<file path="config.mk">
export PLATFORM = sky130hd
export DESIGN_NAME = fir_mac_engine
export DESIGN_NICKNAME = d
export VERILOG_FILES = /design/src/rtl/fir_mac_pkg.sv /design/src/rtl/fir_agu.sv /design/src/rtl/fir_seq.sv /design/src/rtl/fir_datapath.sv /design/src/rtl/fir_mac_engine.sv
export SDC_FILE = /design/constraint.sdc
export NUM_CORES = 1
export LEC_CHECK = 0
export ABC_AREA = 1
export BUFFER_PORTS_ARGS = -buffer_cell sky130_fd_sc_hd__buf_4
export CAP_MARGIN = 25
export CORE_MARGIN = 4
export CORE_UTILIZATION = 59
export CTS_BUF_LIST = sky130_fd_sc_hd__clkbuf_2
export CTS_CLUSTER_DIAMETER = 150
export DETAILED_ROUTE_END_ITERATION = 6
export PLACE_DENSITY_LB_ADDON = 0.3
export RECOVER_POWER = 25
export SKIP_CTS_REPAIR_TIMING = 1
export SYNTH_ARGS = -nofsm -noshare
export SYNTH_HDL_FRONTEND = slang
export SYNTH_SLANG_ARGS = --single-unit
</file>
<file path="constraint.sdc">
create_clock -name clk -period 14.35 [get_ports clk]
set_input_delay 0.7175 -clock clk [delete_from_list [all_inputs] [get_ports clk]]
set_output_delay 0.7175 -clock clk [all_outputs]
set_load 0.01 [all_outputs]
</file>
<file path="src/rtl/fir_mac_pkg.sv">
`timescale 1ns/1ps
package fir_mac_pkg;

  typedef enum logic [1:0] {
    SEQ_IDLE = 2'd0,
    SEQ_LOAD = 2'd1,
    SEQ_RUN  = 2'd2
  } seq_state_t;

  // next slot of a ring of n entries
  function automatic int unsigned ring_next(input int unsigned p, input int unsigned n);
    return (p + 1 >= n) ? 0 : p + 1;
  endfunction

  // previous slot of a ring of n entries
  function automatic int unsigned ring_prev(input int unsigned p, input int unsigned n);
    return (p == 0) ? n - 1 : p - 1;
  endfunction

endpackage

</file>
<file path="src/rtl/fir_agu.sv">
`timescale 1ns/1ps
module fir_agu #(
  parameter int N  = 8,
  parameter int AW = 3
) (
  input  logic          clk,
  input  logic          rst_n,
  input  logic          smp_push,
  input  logic          load_en,
  input  logic          mac_en,
  output logic [AW-1:0] head,
  output logic [AW-1:0] newest,
  output logic [AW-1:0] sptr,
  output logic [AW-1:0] cptr
);
  import fir_mac_pkg::*;

  assign newest = AW'(ring_prev(32'(head), N));

  // write head: one step per accepted sample
  always_ff @(posedge clk or negedge rst_n) begin
    if (!rst_n) begin
      head <= '0;
    end else if (smp_push) begin
      head <= AW'(ring_next(32'(head), N));
    end
  end

  // read pointers: set in the setup cycle, stepped alongside each MAC
  always_ff @(posedge clk or negedge rst_n) begin
    if (!rst_n) begin
      sptr <= '0;
      cptr <= '0;
    end else if (load_en) begin
      sptr <= AW'(ring_prev(32'(newest), N));
      cptr <= AW'(ring_next(0, N));
    end else if (mac_en) begin
      sptr <= AW'(ring_prev(32'(sptr), N));
      cptr <= AW'(ring_next(32'(cptr), N));
    end
  end

endmodule

</file>
<file path="src/rtl/fir_seq.sv">
`timescale 1ns/1ps
module fir_seq #(
  parameter int N  = 8,
  parameter int AW = 3
) (
  input  logic clk,
  input  logic rst_n,
  input  logic start,
  output logic busy,
  output logic load_en,
  output logic mac_en,
  output logic last_tap
);
  import fir_mac_pkg::*;

  seq_state_t    state;
  logic [AW-1:0] taps_left;

  always_ff @(posedge clk or negedge rst_n) begin
    if (!rst_n) begin
      state     <= SEQ_IDLE;
      taps_left <= '0;
    end else begin
      unique case (state)
        SEQ_IDLE: if (start) state <= SEQ_LOAD;
        SEQ_LOAD: begin
          taps_left <= AW'(N - 1);
          state     <= SEQ_RUN;
        end
        SEQ_RUN: begin
          if (taps_left == '0) state <= SEQ_IDLE;
          else                 taps_left <= taps_left - 1'b1;
        end
        default: state <= SEQ_IDLE;
      endcase
    end
  end

  assign busy     = (state != SEQ_IDLE);
  assign load_en  = (state == SEQ_LOAD);
  assign mac_en   = (state == SEQ_RUN);
  assign last_tap = mac_en && (taps_left == '0);

endmodule

</file>
<file path="src/rtl/fir_datapath.sv">
`timescale 1ns/1ps
module fir_datapath #(
  parameter int DW   = 16,
  parameter int CW   = 16,
  parameter int FRAC = 15,
  parameter int N    = 8
) (
  input  logic          clk,
  input  logic          rst_n,
  input  logic          load_en,
  input  logic          mac_en,
  input  logic          last_tap,
  input  logic [DW-1:0] win_rd,
  input  logic [CW-1:0] coef_rd,
  output logic          out_valid,
  output logic [DW-1:0] out_data
);
  localparam int PW   = DW + CW - FRAC;
  localparam int GW   = (N > 1) ? $clog2(N) : 1;
  localparam int ACCW = PW + GW;
  localparam logic signed [ACCW-1:0] MAXV = {{(ACCW-DW+1){1'b0}}, {(DW-1){1'b1}}};
  localparam logic signed [ACCW-1:0] MINV = {{(ACCW-DW+1){1'b1}}, {(DW-1){1'b0}}};

  // product rescaled to the sample format (floor)
  function automatic logic signed [PW-1:0] scaled_product(
    input logic signed [DW-1:0] x, input logic signed [CW-1:0] c);
    logic signed [DW+CW-1:0] full;
    logic signed [DW+CW-1:0] shifted;
    full    = x * c;
    shifted = full >>> FRAC;
    return shifted[PW-1:0];
  endfunction

  function automatic logic [DW-1:0] saturate(input logic signed [ACCW-1:0] a);
    if (a > MAXV)      return MAXV[DW-1:0];
    else if (a < MINV) return MINV[DW-1:0];
    else               return a[DW-1:0];
  endfunction

  logic signed [DW-1:0]   op_x;
  logic signed [CW-1:0]   op_c;
  logic signed [ACCW-1:0] acc;
  logic signed [PW-1:0]   prod;
  logic signed [ACCW-1:0] sum_next;

  assign prod     = scaled_product(op_x, op_c);
  assign sum_next = acc + {{GW{prod[PW-1]}}, prod};

  always_ff @(posedge clk or negedge rst_n) begin
    if (!rst_n) begin
      op_x      <= '0;
      op_c      <= '0;
      acc       <= '0;
      out_valid <= 1'b0;
      out_data  <= '0;
    end else begin
      out_valid <= 1'b0;
      if (load_en) begin
        op_x <= win_rd;
        op_c <= coef_rd;
        acc  <= '0;
      end else if (mac_en) begin
        acc  <= sum_next;
        op_x <= win_rd;
        op_c <= coef_rd;
        if (last_tap) begin
          out_data  <= saturate(sum_next);
          out_valid <= 1'b1;
        end
      end
    end
  end

endmodule

</file>
<file path="src/rtl/fir_mac_engine.sv">
`timescale 1ns/1ps
module fir_mac_engine #(
  parameter int DW   = 16,
  parameter int CW   = 16,
  parameter int FRAC = 15,
  parameter int N    = 8,
  localparam int AW  = (N > 1) ? $clog2(N) : 1
) (
  input  logic          clk,
  input  logic          rst_n,
  input  logic          smp_valid,
  input  logic [DW-1:0] smp_data,
  input  logic          coef_we,
  input  logic [AW-1:0] coef_addr,
  input  logic [CW-1:0] coef_data,
  input  logic          start,
  output logic          busy,
  output logic          out_valid,
  output logic [DW-1:0] out_data
);
  // named internal events
  logic          smp_push;
  logic          coef_push;
  logic          load_en;
  logic          mac_en;
  logic          last_tap;
  logic [AW-1:0] head;
  logic [AW-1:0] newest;
  logic [AW-1:0] sptr;
  logic [AW-1:0] cptr;
  logic [DW-1:0] win_rd;
  logic [CW-1:0] coef_rd;

  logic [DW-1:0] win_mem  [N];
  logic [CW-1:0] coef_mem [N];

  assign smp_push  = smp_valid && !busy;
  assign coef_push = coef_we && !busy;

  always_ff @(posedge clk or negedge rst_n) begin
    if (!rst_n) begin
      for (int i = 0; i < N; i++) win_mem[i] <= '0;
    end else if (smp_push) begin
      win_mem[head] <= smp_data;
    end
  end

  always_ff @(posedge clk or negedge rst_n) begin
    if (!rst_n) begin
      for (int i = 0; i < N; i++) coef_mem[i] <= '0;
    end else if (coef_push) begin
      coef_mem[coef_addr] <= coef_data;
    end
  end

  assign win_rd  = win_mem[load_en ? newest : sptr];
  assign coef_rd = coef_mem[load_en ? AW'(0) : cptr];

  fir_agu #(.N(N), .AW(AW)) u_agu (
    .clk      (clk),
    .rst_n    (rst_n),
    .smp_push (smp_push),
    .load_en  (load_en),
    .mac_en   (mac_en),
    .head     (head),
    .newest   (newest),
    .sptr     (sptr),
    .cptr     (cptr)
  );

  fir_seq #(.N(N), .AW(AW)) u_seq (
    .clk      (clk),
    .rst_n    (rst_n),
    .start    (start),
    .busy     (busy),
    .load_en  (load_en),
    .mac_en   (mac_en),
    .last_tap (last_tap)
  );

  fir_datapath #(.DW(DW), .CW(CW), .FRAC(FRAC), .N(N)) u_dp (
    .clk       (clk),
    .rst_n     (rst_n),
    .load_en   (load_en),
    .mac_en    (mac_en),
    .last_tap  (last_tap),
    .win_rd    (win_rd),
    .coef_rd   (coef_rd),
    .out_valid (out_valid),
    .out_data  (out_data)
  );

endmodule

</file>
==> results.sh <==
export IMPL_drt_wl_total_mm=67.06
export IMPL_period_share=0.6105
export IMPL_syn_num_nets=3636
export IMPL_yosysWarnings=0
export IMPL_clk_pin_slew_ns=0.11
export IMPL_cts_tree="yes"
export IMPL_ant_nets=0
export IMPL_path_class="flip-flop to flip-flop"
export IMPL_overflow=0
export IMPL_dr_first_iter_drc_count=1791
export IMPL_antenna_found_initial=3
export IMPL_crit_top_cell="a21oi_1"
export IMPL_port_buffers=57
export IMPL_critPathMaxStageDelay_ns=0.84
export IMPL_area_growth_pct=7.300
export IMPL_grt_use_total=0.2886
export IMPL_hold_viol=0
export IMPL_dieArea_um2=48090
export IMPL_min_path_cells=3
export IMPL_grt_pass1_vias=22210
export IMPL_ys_dominant_reg_cell="dfrtp_1"
export IMPL_maxCapViolCount=4
export IMPL_rsz0062_at_grt="no"
export IMPL_grt_pass1_wl_mm=111.9
export IMPL_rrSetupSlack_ns=5.59
export IMPL_clk_root_buffer_cell="clkbuf_2"
export IMPL_stdcell_count=3893
export IMPL_cp_data_arrival_time_ns=9.64
export IMPL_synth_seq_area_share=0.3220
export IMPL_worst_pin_slew_ns=6.410
export IMPL_setup_violations=0
export IMPL_status="finished with violations"
export IMPL_fp_dieH_um=219.3
export IMPL_drc=2
export IMPL_htreeDepth=3
export IMPL_routedWlPerCell_um=17.23
export IMPL_vias=21690
export IMPL_min_from="coef_data[13]"
export IMPL_drive_above_1_share=0.09157
export IMPL_r2r_start="u_dp.op_x[7]"
export IMPL_dp_cells=3724
export IMPL_cp_data_required_time_ns=15.23
export IMPL_syn_area_per_cell_um2=8.189
export IMPL_failed_checks="design-rule violations, max-capacitance violations, max-slew violations"
export IMPL_slowest_stage="dfrtp_1"
export IMPL_final_cell_mix="nand2_1 (753), inv_1 (560), dfrtp_1 (339)"
export IMPL_cp_num_buf_inv=5
export IMPL_synth_edf_count=0
export IMPL_syn_area_um2=26340
export IMPL_critPathMaxFanout=17
export IMPL_path_delay_family="adder cells"
export IMPL_crit_cells=32
export IMPL_grt_max_degree=123
export IMPL_ios=58
export IMPL_slew_violations=304
export IMPL_syn_inst=3217
export IMPL_synthArstFlopShare=1.000
export IMPL_cts_sinks=339
export IMPL_clock_latency_ns=1.06
export IMPL_min_to="coef_mem[93]"
export IMPL_fin_skew_ns=0.06833
export IMPL_fp_row_count=77
export IMPL_endpoint_kind="flip-flop"
export IMPL_vias_per_cell=5.572
export IMPL_cts_buffers_inserted=87
export IMPL_design_core_area_um2=44220
export IMPL_fin_hold_ws_ns=0.05911
export IMPL_min_period_ns=8.761
export IMPL_synth_seq_cells=339
export IMPL_r2r_end="u_dp.out_data[3]"
export IMPL_gp_congestion=0.9337
export IMPL_min_path_type="input pin to flip-flop"
export IMPL_clockBufferDepth=3
export IMPL_tns_ns=0
export IMPL_start_util=0.5957
export IMPL_fin_nets=3662
export IMPL_start_kind="flip-flop"
export IMPL_slew_headroom=-3.273
export IMPL_ys_types=54
export IMPL_dp_hpwl_mm=47.58
export IMPL_max_freq_mhz=114.1
export IMPL_first_pass_iters=7
export IMPL_fin_util=0.6392
export IMPL_ff2ff_path_depth=32
export IMPL_layout_commonest_cell="nand2_1"
export IMPL_dieWidth_um=219.3
[logic make-up (layout without fill, tap and decap cells)]
kind of cell,Yosys count,count (layout),share of synthesized area
flops,339,339,0.3220
other cells,0,3,0
compound gates,586,586,0.1287
fa+ha+maj,379,379,0.2547
xor+xnor,27,27,0.008977
simple gates,1139,1139,0.1770
mux,1,1,0.0003800
buf+inv,746,827,0.1083
[worst register-to-register path: cells and delay by family, from the launching register on]
kind / cells / cell delay (ns)
AND/OR/NAND/NOR: 7 / 0.77
buffers and inverters: 5 / 0.27
adder cells (fa/ha/maj): 8 / 3.70
AO/OA/AOI/OAI: 11 / 2.83
XOR/XNOR: 1 / 0.19
flip-flops: 1 / 0.84
[state kept, by name, summed over array words and instances (netlist names), 16 cells and up]
signal         flops
coef_mem         128
win_mem          128
u_dp.acc          20
u_dp.op_c         16
u_dp.op_x         16
u_dp.out_data     16
[how the worst max path moves through the flow]
| stage | start | to | slack [ns] |
|---|---|---|---|
| floorplan | u_dp.op_c[7] | u_dp.out_data[10] | 7.03 |
| global placement | u_dp.op_x[7] | u_dp.out_data[2] | 5.86 |
| detailed placement | u_dp.op_c[7] | u_dp.out_data[3] | 5.72 |
| CTS | u_dp.op_x[7] | u_dp.out_data[3] | 5.71 |
| global route | rst_n | u_dp.acc[12] | 4.54 |
| finish | u_dp.op_x[7] | u_dp.out_data[3] | 5.59 |
[area by class of cell]
type,count,area (µm²)
Multi-Input combinational cell,2132,15030
Antenna cell,3,7.507
Tap cell,592,740.7
Timing Repair Buffer,111,1042
Clock buffer,127,635.6
Clock inverter,17,180.2
Sequential cell,339,8483
Fill cell,3719,15960
Inverter,572,2147
[cells in the mapped netlist, types with 12 or more instances]
master | instances | area [µm²]
a21oi_1 | 154 | 770.7
a21oi_2 | 13 | 113.9
a22o_1 | 13 | 113.9
clkbuf_1 | 155 | 581.8
dfrtp_1 | 339 | 8483
fa_1 | 262 | 5245
ha_1 | 117 | 1464
inv_1 | 559 | 2098
nand2_1 | 753 | 2826
nand2_2 | 21 | 131.4
nand3_1 | 45 | 225.2
nor2_1 | 228 | 855.8
nor3_1 | 54 | 270.3
o211ai_1 | 16 | 120.1
o21ai_0 | 299 | 1496
o221ai_1 | 32 | 280.3
o311ai_0 | 12 | 105.1
o32ai_1 | 15 | 131.4
xor2_1 | 20 | 175.2
[through the flow]
stage,instance area (µm²),setup slack [ns]
after floorplan,26340,7.028
after global placement,27040,5.859
after detailed placement,27170,5.717
after CTS,27980,5.714
after global routing,28270,4.543
final,28270,5.589
[per-layer routing]
layer / vias to the layer above / track usage / share of wire
met1: 10550 / 0.3893 / 0.41
met5: - / 0 / 0.00019
met3: 138 / 0.06743 / 0.083
met4: 2 / 0.09374 / 0.030
li1: 10100 / - / -
met2: 907 / 0.4661 / 0.47
Power is left out: the tool's default activity adds up to more than one toggle a clock period on the data nets, which glitch-free logic cannot reach.
